[config.mk]
export PLATFORM = sky130hd
export DESIGN_NAME = load_use_detect
export DESIGN_NICKNAME = d
export VERILOG_FILES = /design/src/rtl/lu_pkg.sv /design/src/rtl/lu_operand_match.sv /design/src/rtl/lu_stall_decide.sv /design/src/rtl/load_use_detect.sv
export SDC_FILE = /design/constraint.sdc
export NUM_CORES = 1
export LEC_CHECK = 0
export BUFFER_PORTS_ARGS = -buffer_cell sky130_fd_sc_hd__buf_2
export CAP_MARGIN = 15
export CORE_AREA = 2 2 39 41
export DETAILED_ROUTE_END_ITERATION = 8
export DIE_AREA = 0 0 41 43
export PLACE_DENSITY_LB_ADDON = 0.15
export SYNTH_ARGS = -nofsm -noshare
export SYNTH_HDL_FRONTEND = slang
export SYNTH_SLANG_ARGS = --single-unit
[constraint.sdc]
create_clock -name vclk -period 1.87
set_input_delay 0.0935 -clock vclk [all_inputs]
set_output_delay 0.0935 -clock vclk [all_outputs]
set_load 0.05 [all_outputs]
[src/rtl/lu_pkg.sv]
package lu_pkg;
  // Steering bundle produced for the front of the pipeline
  typedef struct packed {
    logic pc_we;    // program counter may advance
    logic fd_we;    // fetch/decode register may load
    logic bubble;   // zero the execute-stage control bits
  } lu_steer_t;

  localparam lu_steer_t LU_RUN  = '{pc_we: 1'b1, fd_we: 1'b1, bubble: 1'b0};
  localparam lu_steer_t LU_HOLD = '{pc_we: 1'b0, fd_we: 1'b0, bubble: 1'b1};
endpackage

[src/rtl/lu_operand_match.sv]
module lu_operand_match #(
  parameter int unsigned REG_AW    = 5,
  parameter bit          ZERO_WIRED = 1'b1
) (
  input  logic [REG_AW-1:0] load_dest,
  input  logic [REG_AW-1:0] use_src,
  output logic              hit
);
  logic same_idx;
  assign same_idx = (load_dest == use_src);

  generate
    if (ZERO_WIRED) begin : g_guard
      // register zero is constant and never carries a dependency
      assign hit = same_idx && (load_dest != '0);
    end else begin : g_plain
      assign hit = same_idx;
    end
  endgenerate
endmodule

[src/rtl/lu_stall_decide.sv]
module lu_stall_decide
  import lu_pkg::*;
#(
  parameter int unsigned NUM_SRC = 2
) (
  input  logic               is_load,
  input  logic [NUM_SRC-1:0] src_hit,
  output lu_steer_t          steer
);
  logic any_hit;
  assign any_hit = |src_hit;

  always_comb begin
    steer = LU_RUN;
    if (is_load && any_hit) begin
      steer = LU_HOLD;
    end
  end
endmodule

[src/rtl/load_use_detect.sv]
module load_use_detect
  import lu_pkg::*;
#(
  parameter int unsigned REG_AW     = 5,
  parameter bit          ZERO_WIRED = 1'b1
) (
  input  logic              ex_mem_read,
  input  logic [REG_AW-1:0] ex_dest,
  input  logic [REG_AW-1:0] id_src_a,
  input  logic [REG_AW-1:0] id_src_b,
  output logic              pc_write_en,
  output logic              ifid_write_en,
  output logic              ctrl_zero_sel
);
  localparam int unsigned NUM_SRC = 2;

  logic [REG_AW-1:0]  src_vec [NUM_SRC];
  logic [NUM_SRC-1:0] hit_vec;
  lu_steer_t          steer;

  assign src_vec[0] = id_src_a;
  assign src_vec[1] = id_src_b;

  for (genvar s = 0; s < NUM_SRC; s++) begin : g_src
    lu_operand_match #(
      .REG_AW    (REG_AW),
      .ZERO_WIRED(ZERO_WIRED)
    ) u_match (
      .load_dest(ex_dest),
      .use_src  (src_vec[s]),
      .hit      (hit_vec[s])
    );
  end

  lu_stall_decide #(
    .NUM_SRC(NUM_SRC)
  ) u_decide (
    .is_load(ex_mem_read),
    .src_hit(hit_vec),
    .steer  (steer)
  );

  assign pc_write_en   = steer.pc_we;
  assign ifid_write_en = steer.fd_we;
  assign ctrl_zero_sel = steer.bubble;
endmodule

==> reports/results.ini, run 1 <==
[sta]
worstMarginPinSlew_ns = 0.248
max_freq_mhz = 755
setup_repair_after_global_routing_missed_its_margin = false
slew_headroom_pct = 83.6
timing.final.crit_period_ns = 1.32
finalSetupViolCount = 0
part_of_the_cycle_the_worst_path_needs_pct = 70.8
final-hold-violation-count = 0
setup-tns-final_ns = 0
slew_viol_final = 0

[logic_synthesis]
synth.distinct_cells = 8
yosysSeqAreaShare_pct = 0
synth_area_um2 = 148
synth.most_common_cell = sky130_fd_sc_hd__xnor2_1
cell_taking_the_most_area_after_synthesis = sky130_fd_sc_hd__xnor2_1
synth.top_cells.by_count = sky130_fd_sc_hd__xnor2_1 (10), sky130_fd_sc_hd__nand2_1 (2), sky130_fd_sc_hd__nand3_1 (2)
avgSynthCellArea_um2 = 7.77
synth_top_cell_area_share_pct = 59.3
post_synth_inst_count = 19
synth.net_count = 35
yosysWarningCount = 0
synth.area.top_cells = sky130_fd_sc_hd__xnor2_1 (59%), sky130_fd_sc_hd__or4_4 (7.6%), sky130_fd_sc_hd__nand3_1 (6.8%), sky130_fd_sc_hd__o211a_1 (6.8%), sky130_fd_sc_hd__buf_4 (5.1%)

[route]
routed_wire_length_per_instance_um = 7.51
vias = 193
first_iter_violations = 0
viasPerCell = 3.64
drc_errors = 0
drt-total-wl_um = 398
initial_drt_pass_iterations = 1
final_antenna_net_count = 0

[finish]
total_inserted_antenna_cells = 0
nets = 55
final_layout_size_suffix_gt1_share_pct = 54.1
seq_cell_count = 0
final_design_area_no_fill_um2 = 255
ff_latch_area_um2 = 0
layout.cells.non_filler = 53
synthToLayoutAreaGrowth_pct = 72.9
final.clkbuf_count = 0

[power_and_ir_drop]
sw_ratio_pct = 48.0
power_frac_clock_pct = 0
power_frac_comb_pct = 100.0
power_density_mw_per_mm2 = 238
power.internal_w = 0.0000316
pwr-share-seq_pct = 0
p_leak_nw = 0.115
peak_supply_drop_mv = 0.0569
power.net_switching_w = 0.0000291

[critical_path]
endpoint_kind = output port
cp_data_required_time_ns = 1.78
timing.critical_path.arrival_ns = 1.23
startpoint_type = primary input
critical_path.max_stage_delay_ns = 0.53
path_buf_inv = 2
criticalPathCategory = in2out
path_common_cell = sky130_fd_sc_hd__buf_2
crit_family = simple AND/OR/NAND/NOR gates
cp_cell_sequence = buf_2, or4_4, o211ai_1, buf_2
timing.critical_path.slowest_stage_cell = sky130_fd_sc_hd__or4_4
cp_max_fo = 3

[die]
chipWidth_um = 41
rows = 14
ios = 19
die_h_um = 43
die_area_mm2 = 0.00176
initial_core_utilization_pct = 10.7
core_region_area_mm2 = 0.00138

[global_routing]
grt_antenna_before_repair = 0
grt_overflow_total = 0
groute.usage.overall_pct = 4.80
grt_pass1_vias = 170
grt_start_max_net_pins = 5
grt_first_pass_wirelength_um = 641

[hold_path]
worstHoldPathType = in2out

[clock_tree]
cts_hold_repair.buffers = 0
post_cts.repair.setup_buffers = 0
post_cts_resize_count = 0

[placed_design]
dpl_cell_area_um2 = 255
placed_cells = 53
gpl.final_weighted_congestion = 0.625
numPortBuffers = 19

[outcome]
run_status = finished, final reports clean

[job]
max-cap-violations = 0

[placed cells by master (no fill, tap or decap), drive strengths merged]
cell	count
buf	19
nand2	2
nand3	2
o211a	1
o211ai	1
o22ai	1
or4	1
xnor2	10
[power by group through the flow]
stage	combinational (W)	clock, W	sequential (W)
6_report	0.0000607	0	0
3_5_place_dp	0.0000617	0	0
4_1_cts	0.0000619	0	0
2_1_floorplan	0.0000350	0	0
5_1_grt	0.0000671	0	0
3_3_place_gp	0.0000626	0	0
[per-stage QoR]
stage | setup slack, ns | total power, W | hold WS [ns] | util, %
after floorplan | -0.0200 | 0.0000350 | 0.446 | -
after global placement | 0.528 | 0.0000626 | 0.582 | 18.4
after detailed placement | 0.533 | 0.0000617 | 0.578 | 18.4
after CTS | 0.533 | 0.0000619 | 0.576 | 18.4
after global routing | 0.482 | 0.0000671 | 0.604 | 18.4
final | 0.546 | 0.0000607 | 0.570 | 18.4
[per-layer routing]
layer / share of wire (%) / vias to the layer above / global-route usage, %
met5: 0 / - / 0
li1: - / 102 / -
met3: 15 / 0 / 0
met2: 42 / 13 / 8.44
met4: 0 / 0 / 0
met1: 43 / 78 / 6.65
[cells by family after synthesis]
kind of cell / Yosys count / synth area share, %
AO/OA/AOI/OAI: 3 / 16.1
XOR/XNOR: 10 / 59.3
buffers and inverters: 1 / 5.09
AND/OR/NAND/NOR: 5 / 19.5
[final cells by class]
type,instances,area [um^2]
Fill cell,162,1130
Multi-Input combinational cell,18,140
Timing Repair Buffer,19,95.1
Tap cell,16,20.0
[worst paths after layout]
check                 depth (start not counted)  slack [ns]        start            end
worst min-delay path                          3        0.57  ex_mem_read    pc_write_en
worst max-delay path                          4        0.55   ex_dest[4]  ifid_write_en
Note: power is estimated with default switching activity, not from simulation.
==> run 2, diff against run 1 <==
- clock period: 1.87 -> 1.3 ns (I/O delays scaled with it)
==> reports/results.ini, run 2 (synthesized netlist as in run 1, its figures left out) <==
[power_and_ir_drop]
power_frac_comb_pct = 100.0
power_density_mw_per_mm2 = 340
sw_ratio_pct = 45.2
power_frac_clock_pct = 0
power.net_switching_w = 0.0000430
peak_supply_drop_mv = 0.0656
power.internal_w = 0.0000522
p_total_w = 0.0000952
pwr-share-seq_pct = 0
p_leak_nw = 0.127

[global_routing]
grt_first_pass_wirelength_um = 634
grt_pass1_vias = 172
globalRouteMet1Util_pct = 6.65
groute.usage.overall_pct = 4.70
met2_usage_pct = 7.81
use_met3_pct = 0.524
grt_antenna_before_repair = 0
grt_start_max_net_pins = 5
gr-max-usage-layer = met2
grt_overflow_total = 0

[finish]
post-route-util_pct = 20.3
commonest_non_fill_non_tap_cell_in_the_layout = sky130_fd_sc_hd__buf_2
seq_cell_count = 0
multi_input_comb_area_um2 = 140
total_inserted_antenna_cells = 0
number_of_inserted_filler_cells_in_the_final_layout = 157
final_cell_mix = sky130_fd_sc_hd__buf_2 (15), sky130_fd_sc_hd__xnor2_1 (10), sky130_fd_sc_hd__buf_4 (3)
synthToLayoutAreaGrowth_pct = 89.8
final_layout_size_suffix_gt1_share_pct = 55.3
final.clkbuf_count = 0
ff_latch_area_um2 = 0
nets = 56

[route]
drc_errors = 0
final_antenna_net_count = 0
vias = 198
initial_drt_pass_iterations = 4
drt-total-wl_um = 418
first_iter_violations = 1
viasPerCell = 3.67
routed_wire_length_per_instance_um = 7.74

[critical_path]
criticalPathCategory = in2out
cp_cell_sequence = buf_6, or4_4, o211ai_1, buf_4
critical_path.max_stage_delay_ns = 0.53
timing.critical_path.slowest_stage_cell = sky130_fd_sc_hd__or4_4
endpoint_kind = output port
timing.critical_path.arrival_ns = 1.15
startpoint_type = primary input
cp_data_required_time_ns = 1.24
cp_max_fo = 2

[die]
ios = 19
core_region_area_mm2 = 0.00138
initial_core_utilization_pct = 10.7
die_h_um = 43
rows = 14
chipWidth_um = 41
die_area_mm2 = 0.00176

[clock_tree]
post_cts.repair.setup_buffers = 0
cts_hold_repair.buffers = 0

[sta]
setup_repair_after_global_routing_missed_its_margin = false
final-hold-violation-count = 0
setup-tns-final_ns = 0
slew_headroom_pct = 83.2
finalSetupViolCount = 0
worstMarginPinSlew_ns = 0.254
slew_viol_final = 0
timing.final.crit_period_ns = 1.22
max_freq_mhz = 820
part_of_the_cycle_the_worst_path_needs_pct = 93.8

[hold_path]
worst_hold_path.endpoint = ifid_write_en
whs_path_depth = 3
worstHoldPathType = in2out
hold_path.startpoint = ex_mem_read

[job]
max-cap-violations = 0

[placed_design]
gpl.final_weighted_congestion = 0.639
numPortBuffers = 19

[outcome]
run_status = finished, final reports clean

## run 2: cell types whose count changed in the layout (fill, tap and decap cells not counted)
cell / change
sky130_fd_sc_hd__buf_4: +3
sky130_fd_sc_hd__buf_2: -4
sky130_fd_sc_hd__buf_6: +2
## run 2: area by class of cell
| cell class | count | share of cell area (%) |
|---|---|---|
| timing repair buffer | 20 | 42.9 |
| tap | 16 | 7.14 |
| multi-input combinational | 18 | 50.0 |
## run 2: repair_timing
action                                  4_1_cts  5_1_grt
gates resized for setup                       0        7
endpoints found under the hold margin         0        0
endpoints found under the setup margin        0        2
## run 2: layer usage
metal  wire length [um]  vias to the layer above
met5                  0                        -
met4                  0                        0
met3                 69                        0
met2                174                       13
met1                174                       81
li1                   -                      104
## run 2: worst max-delay path: cells and delay by family
family                 cells  cell delay [ns]
AND/OR/NAND/NOR            1             0.53
buffers and inverters      2             0.33
AO/OA/AOI/OAI              1             0.23
## run 2: worst max path at each step
stage | startpoint | to | cells past startpoint
6_report | ex_dest[0] | pc_write_en | 4
5_1_grt | ex_dest[0] | pc_write_en | 4
4_1_cts | ex_dest[4] | pc_write_en | 4
3_5_place_dp | ex_dest[4] | pc_write_en | 4
3_3_place_gp | ex_dest[4] | pc_write_en | 4
2_1_floorplan | ex_dest[4] | pc_write_en | 3
## run 2: power groups by stage
| stage | combinational [W] | sequential [W] | clock (W) |
|---|---|---|---|
| after global routing | 0.000105 | 0 | 0 |
| after global placement | 0.0000927 | 0 | 0 |
| after CTS | 0.0000922 | 0 | 0 |
| after detailed placement | 0.0000919 | 0 | 0 |
| final | 0.0000952 | 0 | 0 |
| after floorplan | 0.0000504 | 0 | 0 |
## run 2: metrics by stage
step                hold WS [ns]  worst slack [ns]  instances  instance area, um^2
finish                     0.512            0.0801         54                  280
global route               0.539            0.0114         54                  280
CTS                        0.522           0.00954         54                  263
detailed placement         0.521           0.00954         54                  263
global placement           0.526            0.0146         54                  263
floorplan                  0.389            -0.533         19                  148
==> run 3, diff against run 2 <==
- ABC_AREA: unset -> 1
==> reports/results.ini, run 3 <==
[finish]
final_layout_size_suffix_gt1_share_pct = 35.3
ff_latch_area_um2 = 0
synthToLayoutAreaGrowth_pct = 49.7
post-route-util_pct = 23.4
final.clkbuf_count = 0
nets = 86
multi_input_comb_area_um2 = 160
seq_cell_count = 0
number_of_inserted_filler_cells_in_the_final_layout = 184
total_inserted_antenna_cells = 0
final_cell_mix = sky130_fd_sc_hd__nand2_1 (24), sky130_fd_sc_hd__buf_2 (19), sky130_fd_sc_hd__inv_1 (9)
commonest_non_fill_non_tap_cell_in_the_layout = sky130_fd_sc_hd__nand2_1

[route]
vias = 304
initial_drt_pass_iterations = 3
drc_errors = 0
first_iter_violations = 4
final_antenna_net_count = 0
drt-total-wl_um = 563
routed_wire_length_per_instance_um = 6.70
viasPerCell = 3.62

[logic_synthesis]
synth.top_cells.by_count = sky130_fd_sc_hd__nand2_1 (24), sky130_fd_sc_hd__inv_1 (9), sky130_fd_sc_hd__inv_2 (4), sky130_fd_sc_hd__nor2_1 (4), sky130_fd_sc_hd__nand3_1 (3)
synth_area_um2 = 216
post_synth_inst_count = 50
synth.area.top_cells = sky130_fd_sc_hd__nand2_1 (42%), sky130_fd_sc_hd__inv_1 (16%), sky130_fd_sc_hd__xnor2_1 (8.1%), sky130_fd_sc_hd__nand3_1 (6.9%), sky130_fd_sc_hd__inv_2 (6.9%)
yosysSeqAreaShare_pct = 0
synth_top_cell_area_share_pct = 41.6
synth.most_common_cell = sky130_fd_sc_hd__nand2_1
synth.distinct_cells = 10
avgSynthCellArea_um2 = 4.33
synth.net_count = 66
cell_taking_the_most_area_after_synthesis = sky130_fd_sc_hd__nand2_1
yosysWarningCount = 0

[critical_path]
cp_data_required_time_ns = 1.24
cp_cell_sequence = buf_2, inv_1, nand2_1, nand2_1, nor2_1, nand3_1, a21oi_2, buf_2
startpoint_type = primary input
cp_max_fo = 4
critical_path.max_stage_delay_ns = 0.26
criticalPathCategory = in2out
timing.critical_path.slowest_stage_cell = sky130_fd_sc_hd__buf_2
endpoint_kind = output port
timing.critical_path.arrival_ns = 0.96

[clock_tree]
post_cts.repair.setup_buffers = 0
post_cts_resize_count = 0
cts_hold_repair.buffers = 0

[die]
initial_core_utilization_pct = 15.6
chipWidth_um = 41
rows = 14
die_h_um = 43
die_area_mm2 = 0.00176
ios = 19
core_region_area_mm2 = 0.00138

[outcome]
run_status = finished, final reports clean

[placed_design]
numPortBuffers = 19
place.detailed.hpwl_um = 506
gpl.final_weighted_congestion = 0.687

[global_routing]
grt_first_pass_wirelength_um = 862
groute.usage.overall_pct = 6.49
grt_pass1_vias = 239
grt_overflow_total = 0
grt_start_max_net_pins = 5
grt_antenna_before_repair = 0

[power_and_ir_drop]
power_density_mw_per_mm2 = 304
p_leak_nw = 0.232
peak_supply_drop_mv = 0.0506

[sta]
slew_viol_final = 0
part_of_the_cycle_the_worst_path_needs_pct = 78.7
worstMarginPinSlew_ns = 0.247
final-hold-violation-count = 0
setup_repair_after_global_routing_missed_its_margin = false
setup-tns-final_ns = 0
slew_headroom_pct = 83.6
timing.final.crit_period_ns = 1.02
finalSetupViolCount = 0
max_freq_mhz = 977

[job]
max-cap-violations = 0

[hold_path]
worstHoldPathType = in2out

==> run 3: worst max-delay path: cells and delay by family <==
| kind | cells | cell delay [ns] |
|---|---|---|
| AOI/OAI and AO/OA | 1 | 0.15 |
| and+or+nand+nor | 4 | 0.33 |
| buffers and inverters | 3 | 0.42 |
==> run 3: final cells by class <==
class / count / share of cell area, %
Tap cell: 16 / 6.18
Timing Repair Buffer: 19 / 29.3
Inverter: 13 / 15.1
Multi-Input combinational cell: 36 / 49.4
==> run 3: final timing paths <==
kind / startpoint / endpoint / depth (start not counted)
max: ex_dest[0] / ctrl_zero_sel / 8
min: ex_mem_read / ctrl_zero_sel / 4
==> run 3: stage by stage <==
step | total power (W) | hold slack, ns | setup slack [ns] | instances | instance area (um^2)
after detailed placement | 0.0000995 | 0.544 | 0.255 | 84 | 324
after global placement | 0.0000992 | 0.553 | 0.268 | 84 | 324
after floorplan | 0.0000587 | 0.315 | 0.163 | 50 | 216
after global routing | 0.000110 | 0.550 | 0.198 | 84 | 324
after CTS | 0.000100 | 0.545 | 0.255 | 84 | 324
final | 0.0000986 | 0.542 | 0.277 | 84 | 324
==> run 3: kinds of logic (layout without fill, tap and decap cells) <==
kind of cell / after synthesis / count (layout) / share of synthesized area [%]
buffers and inverters: 14 / 32 / 26.0
AO/OA/AOI/OAI: 1 / 1 / 4.05
XOR/XNOR: 3 / 3 / 12.1
AND/OR/NAND/NOR: 32 / 32 / 57.8
==> run 3: layer usage <==
metal / global-route usage (%) / up-vias / routed length (um)
li1: - / 177 / -
met1: 8.23 / 119 / 251
met2: 12.2 / 8 / 273
met3: 0 / 0 / 38
met4: 0 / 0 / 0
met5: 0 / - / 0
==> run 3: power by group <==
part	leakage, nW	switching [W]	internal [W]
clock network	0	0	0
registers	0	0	0
logic	0.232	0.0000573	0.0000413
total	0.232	0.0000573	0.0000413
